===== src/rtl/dram_refresh_ctl.sv =====
module dram_refresh_ctl #(
  parameter int REG_W  = 16,
  parameter int CNT_W  = 9,
  parameter int ADDR_W = 8
) (
  input  logic              clk,
  input  logic              rst_n,
  input  logic              wr_en,
  input  logic              wr_sel,
  input  logic [REG_W-1:0]  wr_data,
  input  logic              rd_sel,
  output logic [REG_W-1:0]  rd_data,
  output logic              rfsh_req,
  input  logic              rfsh_ack,
  output logic [ADDR_W-1:0] rfsh_addr,
  output logic              strobe_sel
);
  localparam logic [CNT_W-1:0] ONE = CNT_W'(1);
  localparam int RSV_W = REG_W - 1 - CNT_W;

  logic              en;
  logic [CNT_W-1:0]  cnt;
  logic [CNT_W-1:0]  period;
  logic              req;
  logic [ADDR_W-1:0] addr;

  wire ctl_wr    = wr_en && !wr_sel;
  wire per_wr    = wr_en && wr_sel;
  wire going_off = ctl_wr && !wr_data[REG_W-1];
  wire expire    = en && (cnt == ONE);
  wire take      = req && rfsh_ack;

  always_ff @(posedge clk)
    if (!rst_n)      en <= 1'b0;
    else if (ctl_wr) en <= wr_data[REG_W-1];

  always_ff @(posedge clk)
    if (!rst_n)                 cnt <= '0;
    else if (going_off || !en)  cnt <= '0;
    else if (cnt <= ONE)        cnt <= period;
    else                        cnt <= cnt - ONE;

  always_ff @(posedge clk)
    if (per_wr) period <= wr_data[CNT_W-1:0];

  always_ff @(posedge clk)
    if (!rst_n)                 req <= 1'b0;
    else if (going_off || !en)  req <= 1'b0;
    else if (expire)            req <= 1'b1;
    else if (take)              req <= 1'b0;

  always_ff @(posedge clk)
    if (!rst_n)    addr <= '0;
    else if (take) addr <= addr + ADDR_W'(1);

  assign rd_data    = rd_sel ? {{(REG_W-CNT_W){1'b0}}, period}
                             : {en, {RSV_W{1'b0}}, cnt};
  assign rfsh_req   = req;
  assign rfsh_addr  = addr;
  assign strobe_sel = en;

  a_r3_off_empty: assert property (@(posedge clk) disable iff (!rst_n)
    !en |-> (cnt == '0 && !req));
  a_r5_rsv_zero: assert property (@(posedge clk) disable iff (!rst_n)
    !rd_sel |-> rd_data[REG_W-2:CNT_W] == '0);
  a_r7_step_down: assert property (@(posedge clk) disable iff (!rst_n)
    (en && cnt > ONE && !going_off) |=> cnt == $past(cnt) - ONE);
  a_r8_req_held: assert property (@(posedge clk) disable iff (!rst_n)
    (req && !rfsh_ack && !going_off) |=> req);
  a_r8_addr_step: assert property (@(posedge clk) disable iff (!rst_n)
    take |=> addr == $past(addr) + ADDR_W'(1));
  a_r8_addr_still: assert property (@(posedge clk) disable iff (!rst_n)
    !take |=> $stable(addr));
  a_r9_merge: assert property (@(posedge clk) disable iff (!rst_n)
    (expire && req && !going_off) |=> req);
endmodule


===== config.mk =====
export PLATFORM = sky130hd
export DESIGN_NAME = dram_refresh_ctl
export DESIGN_NICKNAME = d
export VERILOG_FILES = /design/src/rtl/dram_refresh_ctl.sv
export SDC_FILE = /design/constraint.sdc
export NUM_CORES = 1
export LEC_CHECK = 0
export ABC_CLOCK_PERIOD_IN_PS = 3200
export BUFFER_PORTS_ARGS = -buffer_cell sky130_fd_sc_hd__buf_2
export CAP_MARGIN = 30
export CORE_MARGIN = 3
export CORE_UTILIZATION = 45
export CTS_CLUSTER_DIAMETER = 150
export DETAILED_ROUTE_END_ITERATION = 7
export GPL_ROUTABILITY_DRIVEN = 0
export MAX_ROUTING_LAYER = met4
export PLACE_DENSITY = 0.74
export SYNTH_ARGS = -nofsm -noshare
export SYNTH_HDL_FRONTEND = slang
export SYNTH_SLANG_ARGS = --single-unit

===== constraint.sdc =====
create_clock -name clk -period 3.2 [get_ports clk]
set_clock_uncertainty 0.05 [all_clocks]
set_input_delay 0.48 -clock clk [delete_from_list [all_inputs] [get_ports clk]]
set_output_delay 0.48 -clock clk [all_outputs]
set_load 0.005 [all_outputs]

# Word level (Yosys, flattened, before mapping)
# Cells that the tools add are included.
# word_totals
regBits	28
input_bits	22
output_inout_bits	26
word_cells	25
# op_classes
add_sub_neg	2
n_lt_le_gt_ge	1
eq_ne	1
muxes	4
bitwise_logic	1
reduce_logical	11
# op_table
operator	count
two-way mux 16 bit	1
equality test 9 x 1 -> 1 bit, second input constant	1
less-or-equal comparator 9 x 1 -> 1 bit, second input constant	1
two-way mux 9 bit	1
subtractor 9 x 1 -> 9 bit, second input constant	1
adder 8 x 1 -> 8 bit, second input constant	1
logical AND 1 bit	5
logical NOT 1 bit	3
two-way mux 1 bit	2
nonzero test 2 bit	1
OR reduction 2 bit	1
logical OR 1 bit	1
NOT 1 bit	1

# Depth between registers and ports, before layout
# depth
depth_word	5
ltp_mapped	7
mapped_depth_nobuf	6

# Worst setup path after synthesis
# OpenSTA, ideal clock, no wires.
# synth_path
path_type	input-to-output
from	input port rd_sel
to	output port rd_data[4]
t_arrival_ps	1128
required_ps	2670
setup_slack_ps	1542
stages	2
n_path_buf	1
path_cell_list	buf_1 mux2_2
# synth_between
elab_chain_len	1
# synth_rtl
item	line	text
start: declaration	11	input logic rd_sel,
two-way mux 16 bit	56	assign rd_data = rd_sel ? {{(REG_W-CNT_W){1'b0}}, period}
end: declaration	12	output logic [REG_W-1:0] rd_data,
# Every way passes these cells.

# Worst setup path after layout
# layout_path
from	register cnt[2]
to	register cnt[0]
# layout_between
elab_chain_len	2
# layout_rtl
item	line	text
start: declaration	22	logic [CNT_W-1:0] cnt;
start signal: assignment	40	else if (cnt <= ONE) cnt <= period;
start signal: assignment	41	else cnt <= cnt - ONE;
less-or-equal comparator 9 x 1 -> 1 bit	40	
two-way mux 9 bit	40	
# Every way passes these cells.
# A chain may end at the register's enable or synchronous reset.

==> metrics <==
area growth from synthesis to layout=14.4%; clock net sink count=28; clock-pin slew reported for the worst setup and hold paths after clock tree synthesis=0.14 ns; ANT cells=0; number of clock buffers inserted by TritonCTS=3; Pre-antenna DRT Iters=4; share of the synthesized area in the top cell type=27.7%; global route overflow=0; unrepaired setup endpoints after global routing=false; Fin Hold WS=0.276 ns; upper clock frequency limit=0.560 GHz; worst hold path class=in -> reg; post-cts sizing count=0; required time of the worst setup path=3.33 ns; count of pins on the block boundary=48; maximum number of pins on one net before global-route repair=16; Critical path destination=cnt[0]; final clock period utilization by the worst path=55.8%; layout cell share with drive strength beyond 1=30.7%; Critical R2R Launch=cnt[2]; hold violation total from the final report=0; Setup TNS Final=0 ns; vias in the first global route=973; area of the core=2830 um^2; number of nets with antenna violations after routing=0; leading register cell type out of synthesis=sky130_fd_sc_hd__dfxtp_1; ratio of routed vias to standard cells=5.14; #FFs+latches synth=28; kind of critical path=reg -> reg; setup slack, reg-to-reg=1.41 ns; Post-route DRC=0; number of rows in the core area=19; Synth cell types=33; fin crit period=1.79 ns; Routed WL=2.53 mm; level count of the clock H-tree=1; total half-perimeter wirelength after legalization and detailed placement=1.94 mm; chip width=61.2 um; relative max-transition margin=40.0%; leakage component of the power=0.698 nW; clk_lat worst skew=0.32 ns; PortBufs=35; detailed-route wire length per cell=13.0 um; via total after detailed routing=998; synthesized area per cell=10.6 um^2; number of enable flip-flop cells after synthesis=9; starting density of the core=48.5%; wire length of the first global-routing pass=4.15 mm; sequential share of the synthesized area=47.4%; PD cells=391 nW/um^2; buffer type at the clock tree root=sky130_fd_sc_hd__clkbuf_4; Gate Count Post-Synth=129; number of endpoints failing setup at the final stage=0; antenna violations before repair=0; total of warnings raised by yosys=0; outcome=finished clean; post-CTS setup buffers=0; overall fraction of global-route tracks in use=15.4%; arrival time of data at the critical path endpoint=1.92 ns; Die Height=61.2 um; DIE AREA=3750 um^2; critical path startpoint=cnt[2]; endpoint of the worst-slack reg-to-reg timing path=cnt[0]; Fillers=261; number of max-capacitance violations reported=0; proportion of synthesized flip-flops having asynchronous set or reset=0%; highest ir drop seen on vdd=0.209 mV; cts hold-fix bufs=0; Worst Reg-to-Reg Cells=4; mapped cell area=1370 um^2; net total in the final layout=189; worst-path fanout max=15; type of element launching the critical path=register; element type at the critical path end=register; maximum count of clock buffers along a single path=2; transition time at the pin with the least slew margin=0.896 ns; Starting DRT DRC Count=32; TritonCTS clock tree=done; cell types with the largest area share after synthesis=sky130_fd_sc_hd__dfxtp_1, sky130_fd_sc_hd__edfxtp_1, sky130_fd_sc_hd__mux2_2; Slew Viols, Final=0; library cell occupying the most area in the post-synthesis netlist=sky130_fd_sc_hd__dfxtp_1
==> logic make-up (layout without fill, tap and decap cells) <==
kind of cell | Yosys count | count (layout) | synth area share [%]
flops | 28 | 28 | 47.4
simple gates | 47 | 47 | 21.0
buf+inv | 13 | 42 | 5.29
other cells | 1 | 6 | 0.273
xor+xnor | 11 | 11 | 7.02
compound gates | 17 | 17 | 9.12
mux | 9 | 9 | 7.20
fa+ha+maj | 3 | 3 | 2.74
==> worst min-delay path by stage <==
| stage | from | to | cells after the start |
|---|---|---|---|
| 2_1_floorplan | rfsh_req | rfsh_req | 2 |
| 3_3_place_gp | rfsh_req | rfsh_req | 2 |
| 3_5_place_dp | rfsh_req | rfsh_req | 2 |
| 4_1_cts | wr_data[3] | period[3] | 1 |
| 5_1_grt | wr_data[4] | period[4] | 1 |
| 6_report | wr_data[3] | period[3] | 1 |
==> state kept, by name, summed over array words and instances, names as in the netlist <==
signal,count
cnt,9
period,9
rfsh_addr,8
rfsh_req,1
strobe_sel,1
==> cell type report <==
cell class | instances | area, um^2 | share of cell area, %
Sequential cell | 28 | 651 | 41.4
Multi-Input combinational cell | 93 | 668 | 42.5
Inverter | 3 | 11.3 | 0.717
Timing Repair Buffer | 35 | 175 | 11.2
Clock buffer | 4 | 26.3 | 1.67
Tap cell | 31 | 38.8 | 2.47
==> layout by cell type, fill, tap and decap left out, types with 3 or more instances in the layout <==
master / count
sky130_fd_sc_hd__ha_1: 3
sky130_fd_sc_hd__conb_1: 6
sky130_fd_sc_hd__nand4_1: 6
sky130_fd_sc_hd__and2_1: 9
sky130_fd_sc_hd__dfxtp_1: 19
sky130_fd_sc_hd__edfxtp_1: 9
sky130_fd_sc_hd__a211oi_1: 4
sky130_fd_sc_hd__clkbuf_4: 3
sky130_fd_sc_hd__inv_1: 3
sky130_fd_sc_hd__mux2_2: 7
sky130_fd_sc_hd__buf_2: 35
sky130_fd_sc_hd__nand2b_1: 4
sky130_fd_sc_hd__xnor2_1: 9
sky130_fd_sc_hd__nor2_1: 10
sky130_fd_sc_hd__o21ai_0: 4
sky130_fd_sc_hd__nand2_1: 6
sky130_fd_sc_hd__nor2b_1: 4
==> per-stage QoR <==
| step | utilization [%] | setup slack [ns] | cells | power [W] | instance area (um^2) |
|---|---|---|---|---|---|
| 6_report | 55.5 | 1.41 | 194 | 0.000614 | 1570 |
| 3_5_place_dp | 54.6 | 1.40 | 190 | 0.000479 | 1540 |
| 5_1_grt | 55.5 | 1.17 | 194 | 0.000650 | 1570 |
| 2_1_floorplan | - | 1.54 | 134 | 0.000457 | 1390 |
| 3_3_place_gp | 54.6 | 1.43 | 190 | 0.000477 | 1540 |
| 4_1_cts | 55.5 | 1.39 | 194 | 0.000623 | 1570 |
==> power breakdown <==
group	internal, W	switching [W]
combinational	0.0000393	0.0000439
clock	0.0000487	0.0000956
sequential	0.000379	0.00000837
total	0.000467	0.000148
==> critical path, cell delays in order, from the launching register on <==
cell and delay, ns:
sky130_fd_sc_hd__dfxtp_1 0.38, sky130_fd_sc_hd__nor3_1 0.50, sky130_fd_sc_hd__o211ai_2 0.37, sky130_fd_sc_hd__o21ai_0 0.26, sky130_fd_sc_hd__a21oi_1 0.08
==> metal layers <==
layer | wire [um] | GRT usage (%) | part of all wire (%)
met5 | 0 | - | 0
met4 | 34 | 6.81 | 1.3
met3 | 153 | 3.14 | 6.0
met2 | 1200 | 24.8 | 47
met1 | 1140 | 18.5 | 45
==> cell usage after synthesis, types with 3 or more instances <==
| cell type | number |
|---|---|
| sky130_fd_sc_hd__mux2_2 | 7 |
| sky130_fd_sc_hd__o21ai_0 | 4 |
| sky130_fd_sc_hd__nor2_1 | 10 |
| sky130_fd_sc_hd__and2_1 | 9 |
| sky130_fd_sc_hd__ha_1 | 3 |
| sky130_fd_sc_hd__nor2b_1 | 4 |
| sky130_fd_sc_hd__buf_4 | 6 |
| sky130_fd_sc_hd__a211oi_1 | 4 |
| sky130_fd_sc_hd__edfxtp_1 | 9 |
| sky130_fd_sc_hd__nand2_1 | 6 |
| sky130_fd_sc_hd__xnor2_1 | 9 |
| sky130_fd_sc_hd__inv_1 | 3 |
| sky130_fd_sc_hd__nand2b_1 | 4 |
| sky130_fd_sc_hd__nand4_1 | 6 |
| sky130_fd_sc_hd__dfxtp_1 | 19 |
No activity file was read; power rests on OpenSTA's default activity.
